==> config.mk <==
export PLATFORM = sky130hd
export DESIGN_NAME = bsl_boot_loader
export DESIGN_NICKNAME = d
export VERILOG_FILES = /design/src/rtl/bsl_pkg.sv /design/src/rtl/bsl_hdr_skip.sv /design/src/rtl/bsl_section_fsm.sv /design/src/rtl/bsl_write_port.sv /design/src/rtl/bsl_boot_loader.sv
export SDC_FILE = /design/constraint.sdc
export NUM_CORES = 1
export LEC_CHECK = 0
export ABC_AREA = 1
export CORE_MARGIN = 10
export CORE_UTILIZATION = 43
export DETAILED_ROUTE_END_ITERATION = 6
export DONT_BUFFER_PORTS = 1
export GPL_TIMING_DRIVEN = 0
export PLACE_DENSITY_LB_ADDON = 0.25
export RECOVER_POWER = 100
export SYNTH_ARGS = -nofsm -noshare
export SYNTH_HDL_FRONTEND = slang
export SYNTH_HIERARCHICAL = 1
export SYNTH_SLANG_ARGS = --single-unit
==> constraint.sdc <==
create_clock -name clk -period 4.5 [get_ports clk]
set_input_delay 1.125 -clock clk [delete_from_list [all_inputs] [get_ports clk]]
set_output_delay 1.125 -clock clk [all_outputs]
set_load 0.1 [all_outputs]
==> src/rtl/bsl_pkg.sv <==
package bsl_pkg;
  typedef enum logic [1:0] {
    ST_LENGTH  = 2'd0,
    ST_ADDRESS = 2'd1,
    ST_DATA    = 2'd2,
    ST_DONE    = 2'd3
  } bsl_state_e;

  // true when a lies in [base, base+n)
  function automatic logic bsl_in_window(logic [63:0] a, logic [63:0] base, logic [63:0] n);
    return (a >= base) && (a < base + n);
  endfunction
endpackage

==> src/rtl/bsl_hdr_skip.sv <==
module bsl_hdr_skip #(
  parameter int unsigned SKIP_WORDS = 2
) (
  input  logic clk,
  input  logic rst_n,
  input  logic accept_i,
  output logic hdr_done_o
);
  generate
    if (SKIP_WORDS == 0) begin : g_none
      assign hdr_done_o = 1'b1;
    end else begin : g_cnt
      localparam int CW = $clog2(SKIP_WORDS + 1);
      logic [CW-1:0] cnt_q;
      assign hdr_done_o = (cnt_q == CW'(SKIP_WORDS));
      always_ff @(posedge clk) begin
        if (!rst_n) cnt_q <= '0;
        else if (accept_i && !hdr_done_o) cnt_q <= cnt_q + CW'(1);
      end
      p_skip_bound_r2: assert property (@(posedge clk) disable iff (!rst_n)
        cnt_q <= CW'(SKIP_WORDS));
    end
  endgenerate
endmodule

==> src/rtl/bsl_section_fsm.sv <==
module bsl_section_fsm
  import bsl_pkg::*;
#(
  parameter int WORD_W = 32,
  parameter int ADDR_W = 24
) (
  input  logic              clk,
  input  logic              rst_n,
  input  logic              take_i,
  input  logic [WORD_W-1:0] word_i,
  output logic              data_fire_o,
  output logic [ADDR_W-1:0] data_addr_o,
  output logic              done_o
);
  bsl_state_e        state_q;
  logic [WORD_W-1:0] left_q;
  logic [ADDR_W-1:0] addr_q;

  assign data_fire_o = take_i && (state_q == ST_DATA);
  assign data_addr_o = addr_q;
  assign done_o      = (state_q == ST_DONE);

  always_ff @(posedge clk) begin
    if (!rst_n) begin
      state_q <= ST_LENGTH;
      left_q  <= '0;
      addr_q  <= '0;
    end else if (take_i) begin
      case (state_q)
        ST_LENGTH: begin
          if (word_i == '0) state_q <= ST_DONE;
          else begin
            left_q  <= word_i;
            state_q <= ST_ADDRESS;
          end
        end
        ST_ADDRESS: begin
          addr_q  <= word_i[ADDR_W-1:0];
          state_q <= ST_DATA;
        end
        ST_DATA: begin
          addr_q <= addr_q + ADDR_W'(1);
          left_q <= left_q - WORD_W'(1);
          if (left_q == WORD_W'(1)) state_q <= ST_LENGTH;
        end
        default: state_q <= ST_DONE;
      endcase
    end
  end

  p_data_left_r3: assert property (@(posedge clk) disable iff (!rst_n)
    (state_q == ST_DATA) |-> (left_q != '0));
  p_done_sticky_r7: assert property (@(posedge clk) disable iff (!rst_n)
    done_o |=> done_o);
  p_addr_step_r4: assert property (@(posedge clk) disable iff (!rst_n)
    (data_fire_o && left_q != WORD_W'(1)) |=> (addr_q == $past(addr_q) + ADDR_W'(1)));
endmodule

==> src/rtl/bsl_write_port.sv <==
module bsl_write_port
  import bsl_pkg::*;
#(
  parameter int                WORD_W    = 32,
  parameter int                ADDR_W    = 24,
  parameter logic [ADDR_W-1:0] RSV_BASE  = 24'h809800,
  parameter int unsigned       RSV_COUNT = 2
) (
  input  logic              clk,
  input  logic              rst_n,
  input  logic              fire_i,
  input  logic [ADDR_W-1:0] addr_i,
  input  logic [WORD_W-1:0] data_i,
  input  logic              wr_wait_i,
  output logic              stall_o,
  output logic              wr_en_o,
  output logic [ADDR_W-1:0] wr_addr_o,
  output logic [WORD_W-1:0] wr_data_o,
  output logic              err_o
);
  logic hit;
  assign hit     = bsl_in_window(64'(addr_i), 64'(RSV_BASE), 64'(RSV_COUNT));
  assign stall_o = wr_en_o && wr_wait_i;

  always_ff @(posedge clk) begin
    if (!rst_n) begin
      wr_en_o   <= 1'b0;
      wr_addr_o <= '0;
      wr_data_o <= '0;
      err_o     <= 1'b0;
    end else begin
      if (fire_i) begin
        wr_en_o   <= 1'b1;
        wr_addr_o <= addr_i;
        wr_data_o <= data_i;
        if (hit) err_o <= 1'b1;
      end else if (!wr_wait_i) begin
        wr_en_o <= 1'b0;
      end
    end
  end

  p_hold_write_r6: assert property (@(posedge clk) disable iff (!rst_n)
    stall_o |=> (wr_en_o && $stable(wr_addr_o) && $stable(wr_data_o)));
  p_no_fire_in_stall_r6: assert property (@(posedge clk) disable iff (!rst_n)
    stall_o |-> !fire_i);
  p_err_sticky_r9: assert property (@(posedge clk) disable iff (!rst_n)
    err_o |=> err_o);
endmodule

==> src/rtl/bsl_boot_loader.sv <==
module bsl_boot_loader #(
  parameter int                WORD_W     = 32,
  parameter int                ADDR_W     = 24,
  parameter int unsigned       SKIP_WORDS = 2,
  parameter logic [ADDR_W-1:0] RSV_BASE   = 24'h809800,
  parameter int unsigned       RSV_COUNT  = 2
) (
  input  logic              clk,
  input  logic              rst_n,
  input  logic [WORD_W-1:0] word_i,
  input  logic              word_valid_i,
  output logic              word_ready_o,
  output logic [ADDR_W-1:0] wr_addr_o,
  output logic [WORD_W-1:0] wr_data_o,
  output logic              wr_en_o,
  input  logic              wr_wait_i,
  output logic              done_o,
  output logic              err_o
);
  logic accept, hdr_done, take, fire, stall;
  logic [ADDR_W-1:0] fire_addr;

  assign word_ready_o = !stall;
  assign accept       = word_valid_i && word_ready_o;
  assign take         = accept && hdr_done;

  bsl_hdr_skip #(.SKIP_WORDS(SKIP_WORDS)) u_skip (
    .clk(clk), .rst_n(rst_n), .accept_i(accept), .hdr_done_o(hdr_done));

  bsl_section_fsm #(.WORD_W(WORD_W), .ADDR_W(ADDR_W)) u_fsm (
    .clk(clk), .rst_n(rst_n), .take_i(take), .word_i(word_i),
    .data_fire_o(fire), .data_addr_o(fire_addr), .done_o(done_o));

  bsl_write_port #(.WORD_W(WORD_W), .ADDR_W(ADDR_W),
                   .RSV_BASE(RSV_BASE), .RSV_COUNT(RSV_COUNT)) u_wr (
    .clk(clk), .rst_n(rst_n), .fire_i(fire), .addr_i(fire_addr), .data_i(word_i),
    .wr_wait_i(wr_wait_i), .stall_o(stall), .wr_en_o(wr_en_o),
    .wr_addr_o(wr_addr_o), .wr_data_o(wr_data_o), .err_o(err_o));

  p_done_quiet_r8: assert property (@(posedge clk) disable iff (!rst_n)
    done_o |-> !wr_en_o);
  p_hdr_no_write_r2: assert property (@(posedge clk) disable iff (!rst_n)
    !hdr_done |-> !wr_en_o);
  p_stall_blocks_r6: assert property (@(posedge clk) disable iff (!rst_n)
    (wr_en_o && wr_wait_i) |-> !word_ready_o);
endmodule

# Word-level counts from Yosys, hierarchy flattened
# Index checks and enable logic that the tools add are counted.
# word_totals
word_cells	45
out_inout_bits	60
reg_bits	118
# classes
n_addsub	3
magnitude_cmp	2
muxes	8
n_eq_ne	8
n_reduce_logical	16
# op_table
operator	count
32-bit one-hot mux with 2 select lines	1
24-bit one-hot mux with 2 select lines	1
32-bit by 1-bit == test with 1-bit output (second input constant)	1
32-bit logical NOT	1
32-bit two-way mux	1
32-bit by 1-bit subtractor with 32-bit output (second input constant)	1
24-bit by 1-bit adder with 24-bit output (second input constant)	1
24-bit greater-or-equal comparator (second input constant)	1
24-bit < comparator (second input constant)	1
2-bit == test (second input constant)	3
1-bit logical AND	6
2-bit one-hot mux with 3 select lines	1
2-bit AND reduction	3
2-bit two-way mux	2
2-bit inequality test (second input constant)	2
2-bit nonzero test	2
3-bit AND reduction	1
2-bit by 1-bit adder with 2-bit output (second input constant)	1
2-bit by 1-bit == test with 1-bit output (second input constant)	1
1-bit logical NOT	2
2-bit logical NOT	1
1-bit two-way mux	2
2-bit by 1-bit inequality test with 1-bit output (second input constant)	1

# Logic depth before layout (Yosys ltp)
# Gate-level depths: netlist (run 1).
# logic_depth
word_depth	6
depth_mapped	14

# Modules after synthesis
# The synthesis (run 1) kept the hierarchy.
# modules_own_cells
module	cells_per_inst	area_per_inst_um2	n_inst
bsl_section_fsm	735	4270.3	1
bsl_write_port	272	2067.0	1
bsl_hdr_skip	13	95.1	1
bsl_boot_loader	5	23.8	1

# Worst setup path after synthesis (run 1)
# Ideal clock, no wire load.
# synth_path
path_type	input-to-output
from	input port wr_wait_i
to	output port word_ready_o
slack_ns	1.774
arrival_time_ns	1.601
path_stages	3
required_ns	3.375
cell_sequence	nand2_1 inv_1 inv_2
# synth_between
elab_chain_len	2
# synth_lines
item	line_no	text
start: declaration	bsl_boot_loader.sv:16	input logic wr_wait_i,
1-bit logical AND	bsl_write_port.sv:23	assign stall_o = wr_en_o && wr_wait_i;
named net stall	bsl_boot_loader.sv:20	logic accept, hdr_done, take, fire, stall;
1-bit logical NOT	bsl_boot_loader.sv:23	assign word_ready_o = !stall;
end: declaration	bsl_boot_loader.sv:12	output logic word_ready_o,
# The timed path passes the listed nets, and every way through them passes these cells.

# Worst setup path in the final report (run 1)
# layout_path
from	register u_wr.wr_en_o
to	register u_fsm.left_q[4]
# layout_between
elab_chain_len	5
# layout_lines
item	line_no	text
start: declaration	bsl_write_port.sv:16	output logic wr_en_o,
start signal: assignment	bsl_write_port.sv:27	wr_en_o <= 1'b0;
start signal: assignment	bsl_write_port.sv:33	wr_en_o <= 1'b1;
start signal: assignment	bsl_write_port.sv:38	wr_en_o <= 1'b0;
1-bit logical AND	bsl_write_port.sv:23	
named net stall	bsl_boot_loader.sv:20	
1-bit logical NOT	bsl_boot_loader.sv:23	
named net word_ready_o	bsl_boot_loader.sv:12	
1-bit logical AND	bsl_boot_loader.sv:24	assign accept = word_valid_i && word_ready_o;
1-bit logical AND	bsl_boot_loader.sv:25	assign take = accept && hdr_done;
named net take	bsl_boot_loader.sv:20	
3-bit AND reduction (no source line)	-	
end signal: assignment	bsl_section_fsm.sv:33	left_q <= word_i;
end signal: assignment	bsl_section_fsm.sv:43	left_q <= left_q - WORD_W'(1);
end: declaration	bsl_section_fsm.sv:16	logic [WORD_W-1:0] left_q;
# The timed path passes the listed nets, and every way through them passes these cells.
# A chain may end at the register's enable or synchronous reset.

==> results of run 1 <==
-- worst min-delay path by stage --
stage                                 from               end  slack [ns]  cells past startpoint
after CTS                 u_fsm/left_q[31]  u_fsm/left_q[31]        0.48                      2
after global placement    u_fsm/left_q[31]  u_fsm/left_q[31]        0.47                      2
after global routing      u_fsm/left_q[31]  u_fsm/left_q[31]        0.50                      2
after detailed placement  u_fsm/left_q[31]  u_fsm/left_q[31]        0.47                      2
final                     u_fsm/left_q[31]  u_fsm/left_q[31]        0.48                      2
after floorplan           u_fsm/left_q[31]  u_fsm/left_q[31]        0.45                      2
-- power by group through the flow --
stage	Clock (W)	Sequential (W)	Combinational (W)
global placement	0	0.00116	0.000492
finish	0.00141	0.00114	0.000508
CTS	0.00143	0.00114	0.000503
floorplan	0	0.00115	0.000387
detailed placement	0	0.00116	0.000499
global route	0.00148	0.00114	0.000570
-- state kept, by name, summed over array words and instances (netlist names) --
| register | flops |
|---|---|
| u_fsm/left_q | 32 |
| u_wr/wr_data_o | 32 |
| u_fsm/data_addr_o | 24 |
| u_wr/wr_addr_o | 24 |
| u_fsm/state_q | 2 |
| u_skip/g_cnt.cnt_q | 2 |
| u_wr/err_o | 1 |
| u_wr/wr_en_o | 1 |
-- cell usage after synthesis, drive strengths merged (2+ instances only) --
master  instances  area share
dfxtp         118        0.37
clkinv          2      0.0012
o21ai         114       0.089
ha              7       0.014
buf            19       0.019
xnor2           4      0.0054
a21oi          58       0.045
nand3b          4      0.0047
nor2          279        0.18
xor2           14       0.019
clkbuf         25       0.015
inv            78       0.046
nand4           8      0.0078
o21bai          2      0.0023
o22ai           2      0.0019
nor3            5      0.0039
or2             3      0.0029
nand3          47       0.037
nand2         225        0.13
a31oi           9      0.0087
-- per-stage QoR --
stage | worst slack, ns | power [W] | hold WS [ns] | utilization | area [µm²]
after floorplan | 1.77 | 0.00154 | 0.453 | - | 6460
after detailed placement | 1.27 | 0.00166 | 0.473 | 0.457 | 6690
final | 1.02 | 0.00306 | 0.483 | 0.494 | 7240
after global routing | 0.751 | 0.00319 | 0.502 | 0.494 | 7240
after global placement | 1.29 | 0.00165 | 0.467 | 0.457 | 6690
after CTS | 1.49 | 0.00307 | 0.481 | 0.498 | 7300
-- worst max-delay path, cell delays in order, from the launching register on --
cell and delay [ns]:
dfxtp_1 0.64, nand2_1 0.22, inv_1 0.05, inv_1 0.62, nand2_1 0.18, nor2_1 0.35
o21a_1 0.18, nand2_1 0.19, inv_1 0.20, clkbuf_1 0.50, nand2_1 0.12, a21oi_1 0.14
-- placed cells by master, fill, tap and decap left out, types with 2 or more instances in the layout --
cell type / synthesis / layout
o21ai_0: 83 / 99
buf_1: 3 / 3
a21oi_1: 58 / 58
o22ai_1: 2 / 2
nor2_1: 264 / 266
o21bai_1: 2 / 2
nand3b_1: 4 / 4
nor2_4: 9 / 8
clkbuf_1: 25 / 36
clkinv_1: 2 / 2
xor2_1: 14 / 14
bufinv_16: 0 / 3
buf_2: 9 / 3
inv_1: 71 / 73
clkbuf_16: 0 / 17
o21ai_1: 30 / 14
nand2_1: 219 / 221
dfxtp_1: 118 / 118
clkinvlp_4: 0 / 5
nand3_1: 46 / 46
nand4_1: 8 / 8
xnor2_1: 4 / 4
or2_2: 2 / 2
inv_2: 6 / 4
inv_6: 0 / 3
nor2_2: 6 / 5
nor3_1: 5 / 5
nand2_2: 4 / 3
clkinv_4: 0 / 2
ha_1: 7 / 7
a31oi_1: 9 / 9
-- cell families after synthesis --
| family | Yosys count | share of synthesized area |
|---|---|---|
| simple gates | 571 | 0.366 |
| compound gates | 187 | 0.149 |
| buf+inv | 124 | 0.0806 |
| flops | 118 | 0.366 |
| xor+xnor | 18 | 0.0244 |
| fa+ha+maj | 7 | 0.0136 |
-- metal layers --
metal / vias up / wire (µm)
li1: 3313 / -
met1: 2988 / 9310
met2: 253 / 9490
met3: 28 / 2020
met4: 0 / 449
met5: - / 0
-- layout make-up --
| type | count | area share |
|---|---|---|
| buffer | 44 | 0.0249 |
| inverter | 80 | 0.0418 |
| sequential | 118 | 0.326 |
| clock inverter | 13 | 0.0237 |
| tap | 184 | 0.0318 |
| clock buffer | 18 | 0.0607 |
| multi-input combinational | 783 | 0.491 |
==> results.tsv, run 1 <==
metric	value	unit
status	finished clean	
fin_cells	1240	
clkPwrFrac	0.462	
drtIter0Drc	676	
area_growth	12.1	%
comb_power_share	0.166	
dp_cells	1209	
switching_share	0.307	
hold_buffers	0	
ioPinCount	96	
gp_congestion	0.932	
avgViaCountPerCell	5.31	
met1_usage	0.277	
cp-end-kind	flip-flop	
wl	21300	µm
seqPwrFrac	0.372	
powerDensity	422	nW/µm²
initial_core_util	0.441	
crit_type	reg2reg	
use_met3	0.0597	
skew	0.0136	ns
fill_cells	1549	
r2r_cells	11	
multiInputGateArea	3550	µm²
grt_max_degree	17	
cts.sink_count	118	
syn_inst	1025	
grt_pass1_wl	33500	µm
r2r_end	u_fsm/left_q[4]	
grt_overflow	0	
h-tree-depth	4	
clk_pin_slew	0.06	ns
io_buffer_count	0	
met2_usage	0.318	
grt_pass1_vias	5963	
maxSlewViolCount	0	
critical_path_required	4.84	ns
period_needed	3.48	ns
r2r-start	u_wr/wr_en_o	
syn_area	6460	µm²
die_h	143	µm
busiest_layer	met2	
leakage	3.23	nW
setup_tns	0	ns
drtAntennaViolNets	0	
relSlewSlack	0.280	
antenna_found_initial	0	
core	14600	µm²
synth_edf_count	0	
arrival	3.83	ns
intPower	0.00212	W
async_flop_share	0	
place_hpwl	16100	µm
hold_viol	0	
drive_above_1_share	0.0587	
path_max_fanout	10	
synthFlopType	dfxtp_1	
worst_pin_slew	1.08	ns
cts_resized	0	
ys_ff_latch	118	
drc_errors	0	
irDropWorstVdd	0.260	mV
root_buffer	clkbuf_16	
cts_buffers	17	
maxCapViolCount	0	
worst_hold_path_type	reg2reg	
die_w	143	µm
num_rows	44	
die_area	20300	µm²
antenna_cells	0	
crit_start	u_wr/wr_en_o	
seq_area_frac_synth	0.366	
cts_tree	built	
startpoint_type	flip-flop	
route.vias.total	6582	
seqCellArea	2360	µm²
worstSetupEndpoint	u_fsm/left_q[4]	
fin_crit_sh	0.774	
final-setup-viol-count	0	
ys_types	35	
post_cts_buffers	0	
avgRoutedWirePerCell	17.1	µm
r2r_slack	1.02	ns
fmax	287	MHz
drt-pass1-iter-count	5	
yosys_warnings	6	
avgSynthCellArea	6.30	µm²
cts_max_path_buffers	2	
power_switching	0.000940	W
syn-num-nets	1068	
grt_usage	0.209	
clk_latency	0.42	ns
rsz0062_at_grt	false	
fin_nets	1087	
(Power assumes the default switching activity.)
==> inputs of run 2 (changes only) <==
- ABC_AREA: 1 -> 0
- clock period: 4.5 -> 3.35 ns (I/O delays scaled with it)
==> run 2 against run 1 <==
Routed wire length rose by 7.2%. Register-to-register slack got worse by 0.82 ns. Power rose by 22%. Worst setup slack got worse by 0.82 ns. Final cell count fell by 24%. Combinational power fell by 17%. Critical path type unchanged. Count of clock-buffer cells in the layout rose by 4. Sequential share of layout area rose by 1.1 points. Synthesized cell count fell by 28%. Non-clock buffer count rose by 14.
==> results.tsv, run 2 <==
metric	value	unit
num_rows	43	
yosys-top-cells-area	dfxtp_1 (38%), mux2i_1 (9.4%), nor2b_1 (6.2%)	
clkPwrFrac	0.498	
avgViaCountPerCell	6.44	
setup_tns	0	ns
seqPwrFrac	0.389	
path_buf_inv	6	
place_area	6420	µm²
cts_resized	0	
irDropWorstVdd	0.364	mV
syn_area	6190	µm²
cpLargestDelayFamily	buffers and inverters	
drc_errors	0	
grt_overflow	0	
dp_cells	915	
drive_above_1_share	0.0693	
fin_nets	797	
antenna_cells	0	
skew	0.00881	ns
synthTopCellsByCount	dfxtp_1 (118), nor2b_1 (61), mux2i_1 (58)	
area_growth	13.2	%
cpPeakStageDelay	0.57	ns
h-tree-depth	4	
seq_area_frac_synth	0.381	
hold_buffers	0	
synth.most_common_cell	dfxtp_1	
place_hpwl	16300	µm
avgSynthCellArea	8.42	µm²
final-setup-viol-count	0	
gp_congestion	0.970	
cp-end-kind	flip-flop	
antenna_found_initial	0	
avgRoutedWirePerCell	24.1	µm
initial_core_util	0.443	
crit_cells	11	
fin_cells	945	
path_max_fanout	10	
clk_pin_slew	0.05	ns
core	14000	µm²
ys_types	60	
synth_compound_area_frac	0.195	
fin_crit_sh	0.940	
synth-xor-area-share	0	
comb_power_share	0.113	
maxCapViolCount	0	
period_needed	3.15	ns
yosys.area.top_type	dfxtp_1	
synthFlopType	dfxtp_1	
synth_top_area_share	0.381	
hold_viol	0	
syn-num-nets	778	
drt-pass1-iter-count	6	
crit_type	reg2reg	
cts.sink_count	118	
largestRegisters	u_fsm/left_q: 32 flops, u_wr/wr_data_o: 32 flops	
final_common_cell	dfxtp_1	
switching_share	0.254	
die_h	140	µm
fmax	317	MHz
cp_common_cell	clkbuf_1	
synth_mux_area_frac	0.0938	
fill_cells	1372	
r2r-start	u_fsm/state_q[0]	
root_buffer	clkbuf_16	
intPower	0.00279	W
arrival	3.49	ns
ys_ff_latch	118	
worst_hold_path_type	reg2reg	
crit_start	u_fsm/state_q[0]	
wl	22800	µm
route.vias.total	6089	
io_buffer_count	0	
synth_top_family_by_area	simple AND/OR/NAND/NOR gates	
worst_pin_slew	1.07	ns
yosys_warnings	6	
die_area	19600	µm²
powerDensity	533	nW/µm²
whs_path_depth	2	
relSlewSlack	0.286	
drtAntennaViolNets	0	
grt_usage	0.225	
synth-adder-area-share	0.0141	
r2r_cells	11	
die_w	140	µm
grt_pass1_vias	5901	
cts_tree	built	
synth_edf_count	0	
synthSimpleGateAreaFrac	0.264	
rsz0062_at_grt	false	
clk_latency	0.42	ns
drtIter0Drc	819	
crit_chain	inv_1, ha_1, clkbuf_1, clkbuf_1, clkbuf_2, and2_0, buf_4, buf_6, nor4bb_1, nand4_1, o21ai_0	
grt_pass1_wl	35100	µm
final_area	7010	µm²
ioPinCount	96	
leakage	2.39	nW
power_switching	0.000948	W
grt_max_degree	17	
critical_path_required	3.69	ns
startpoint_type	flip-flop	
mostFrequentLayoutCells	dfxtp_1 (118), nor2b_1 (61), mux2i_1 (58)	
maxSlewViolCount	0	
status	finished clean	
async_flop_share	0	
min-delay-start	u_skip/g_cnt.cnt_q[0]	
post_cts_buffers	0	
cts_buffers	17	
cts_max_path_buffers	2	
crit_slowest_cell	clkbuf_1	
syn_inst	735	
-- run 2: stage by stage --
stage               utilization  setup slack [ns]  hold WS, ns  power (W)
floorplan                     -             0.911        0.437    0.00177
global placement          0.459            0.0560        0.451    0.00188
global route              0.501            0.0659        0.497    0.00385
CTS                       0.502             0.153        0.481    0.00374
finish                    0.501             0.199        0.477    0.00374
detailed placement        0.459            0.0652        0.471    0.00188
-- run 2: power by group through the flow --
stage / logic (W) / registers [W] / clock network, W
6_report: 0.000424 / 0.00145 / 0.00186
5_1_grt: 0.000453 / 0.00146 / 0.00194
4_1_cts: 0.000405 / 0.00145 / 0.00188
3_5_place_dp: 0.000403 / 0.00148 / 0
3_3_place_gp: 0.000399 / 0.00148 / 0
2_1_floorplan: 0.000295 / 0.00147 / 0
-- run 2: logic make-up after synthesis --
kind of cell,Yosys count
simple gates,295
compound gates,184
flops,118
buf+inv,73
mux,58
fa+ha+maj,7
-- run 2: metal layers --
layer / part of all wire / track usage / up-vias
met2: 0.44 / 0.339 / 396
li1: - / - / 2739
met1: 0.40 / 0.282 / 2888
met4: 0.029 / 0.0799 / 2
met5: 0.00048 / 0 / -
met3: 0.13 / 0.0896 / 64
-- run 2: final timing paths --
check,end,slack (ns)
hold reg to reg,u_skip/g_cnt.cnt_q[0],0.48
setup reg to reg,u_wr/err_o,0.20
setup / recovery,u_wr/err_o,0.20
hold / removal,u_skip/g_cnt.cnt_q[0],0.48
-- run 2: area by class of cell --
cell class	count	area [µm²]	share of cell area
multi-input combinational	544	3510	0.501
inverter	15	56.3	0.00803
clock inverter	8	124	0.0177
tap	180	225	0.0321
clock buffer	22	474	0.0677
buffer	58	254	0.0362
sequential	118	2360	0.337
-- run 2: worst register-to-register path: stages, from the launching register on --
cell and delay, ns:
dfxtp_1 0.32, inv_1 0.11, ha_1 0.16, clkbuf_1 0.33, clkbuf_1 0.57, clkbuf_2 0.41, and2_0 0.20, buf_4 0.14
buf_6 0.17, nor4bb_1 0.27, nand4_1 0.19, o21ai_0 0.20
==> inputs of run 3 (changes only) <==
- ABC_AREA: 0 -> 1
==> run 3 against run 2 <==
The flow now finishes with violations (design-rule violations). Non-clock buffer count is 14 lower. Power is 9.9% higher. Sequential power grew 6%. Worst setup slack improved by 0.090 ns. Count of clock-buffer cells in the layout shrank 4. Die area rose by 3.7%. Critical path depth increased by 3. Maximum frequency grew 3.0%. Combinational power up 62%. Via count grew 8.2%. Largest power group unchanged.
==> results.tsv, run 3 (synthesis results as in run 1) <==
metric	value	unit
clk_latency	0.42	ns
worst_hold_path_type	reg2reg	
cp-end-kind	flip-flop	
cts_resized	0	
core	14600	µm²
wl_met2	9530	µm
skew	0.0124	ns
mostFrequentLayoutCells	nor2_1 (265), nand2_1 (221), dfxtp_1 (118)	
r2r_end	u_wr/err_o	
h-tree-depth	4	
arrival	3.42	ns
cts_max_path_buffers	2	
cp_common_cell	nand2_1	
die_area	20300	µm²
route.vias.total	6588	
fmax	327	MHz
final_common_cell	nor2_1	
drt-pass1-iter-count	7	
violations	design-rule violations	
grt_pass1_vias	5963	
holdWs	0.483	ns
r2r_cells	14	
io_buffer_count	0	
min-delay-start	u_fsm/left_q[31]	
irDropWorstVdd	0.348	mV
whs_path_depth	2	
hold_viol	0	
cpPeakStageDelay	0.64	ns
crit_slowest_cell	dfxtp_1	
grt_usage	0.209	
worst_pin_slew	1.07	ns
wl	21300	µm
wl_met3	2000	µm
r2r-start	u_wr/wr_en_o	
r2r_slack	0.29	ns
crit_type	reg2reg	
avgViaCountPerCell	5.31	
cts_buffers	17	
drc_errors	2	
grt_overflow	0	
drtAntennaViolNets	0	
antenna_found_initial	0	
drive_above_1_share	0.0634	
num_rows	44	
grt_pass1_wl	33500	µm
critical_path_required	3.71	ns
initial_core_util	0.441	
maxSlewViolCount	0	
path_buf_inv	5	
final-setup-viol-count	0	
path_max_fanout	10	
ioPinCount	96	
fin_crit_sh	0.914	
gp_congestion	0.932	
area_growth	12.4	%
top_layer	met4	
cts.sink_count	118	
root_buffer	clkbuf_16	
hold_buffers	0	
crit_chain	nand2_1, inv_1, inv_2, nand2_1, nor2_2, nand2_1, inv_1, buf_6, inv_4, nor2_1, nand2_1, nor2_1, nand3_1, a21oi_1	
period_needed	3.06	ns
die_w	143	µm
clk_pin_slew	0.06	ns
maxCapViolCount	0	
antenna_cells	0	
drtIter0Drc	733	
status	finished, violations left	
finalPower	0.00411	W
grt_max_degree	17	
post_cts_buffers	0	
avgRoutedWirePerCell	17.2	µm
die_h	143	µm
cpLargestDelayFamily	simple AND/OR/NAND/NOR gates	
setup_tns	0	ns
powerDensity	566	nW/µm²
cts_tree	built	
rsz0062_at_grt	false	
hold_path_end	u_fsm/left_q[31]	
relSlewSlack	0.285	
largestRegisters	u_fsm/left_q: 32 flops, u_wr/wr_data_o: 32 flops	
fin_nets	1087	
drt-met1-wl	9290	µm
place_hpwl	16100	µm
leakage	3.24	nW
startpoint_type	flip-flop	
-- run 3: cell types whose count changed in the layout (fill, tap and decap cells not counted), moves of 13 or more --
cell,change
nor2b_1,-61
nand2_1,+164
nor4_1,-13
xor2_1,+14
and3_1,-14
o21ai_0,+64
nand3_1,+32
nor2_1,+216
a21o_1,-13
inv_1,+57
mux2i_1,-58
o21ai_1,+19
nor3_1,-14
-- run 3: layout make-up --
class	instances	area (µm²)
inverter	80	303
sequential	118	2360
tap	184	230
clock buffer	18	439
multi-input combinational	783	3560
fill	1546	7390
clock inverter	13	171
buffer	44	196
-- run 3: per-layer routing --
metal | GRT usage | vias to the layer above
met5 | 0 | -
met4 | 0.0744 | 0
met3 | 0.0597 | 32
met2 | 0.318 | 267
met1 | 0.277 | 2978
li1 | - | 3311
-- run 3: worst min-delay path: stages (launching register included) --
cell	delay (ns)
dfxtp_1	0.32
nand2_1	0.06
a21oi_1	0.05
-- run 3: per-stage QoR --
stage / cell area (µm²) / setup WS [ns] / util / instances
floorplan: 6460 / 0.968 / - / 1025
global placement: 6690 / 0.428 / 0.457 / 1209
detailed placement: 6690 / 0.408 / 0.457 / 1209
CTS: 7300 / 0.442 / 0.498 / 1240
global route: 7260 / 0.103 / 0.496 / 1240
finish: 7260 / 0.290 / 0.496 / 1240
-- run 3: where the power goes --
part	switching, W	internal (W)	total (W)
Sequential	0.0000854	0.00144	0.00153
Combinational	0.000471	0.000215	0.000686
Clock	0.000705	0.00119	0.00190
Total	0.00126	0.00285	0.00411
-- run 3: how the worst max path moves through the flow --
stage / from / slack (ns) / end / cells past startpoint
after floorplan: wr_wait_i / 0.97 / u_fsm/data_addr_o[21] / 11
after global placement: wr_wait_i / 0.43 / u_fsm/data_addr_o[8] / 10
after detailed placement: wr_wait_i / 0.41 / u_fsm/data_addr_o[21] / 11
after CTS: u_wr/wr_en_o / 0.44 / u_wr/wr_addr_o[0] / 10
after global routing: u_wr/wr_en_o / 0.10 / u_wr/err_o / 14
final: u_wr/wr_en_o / 0.29 / u_wr/err_o / 14
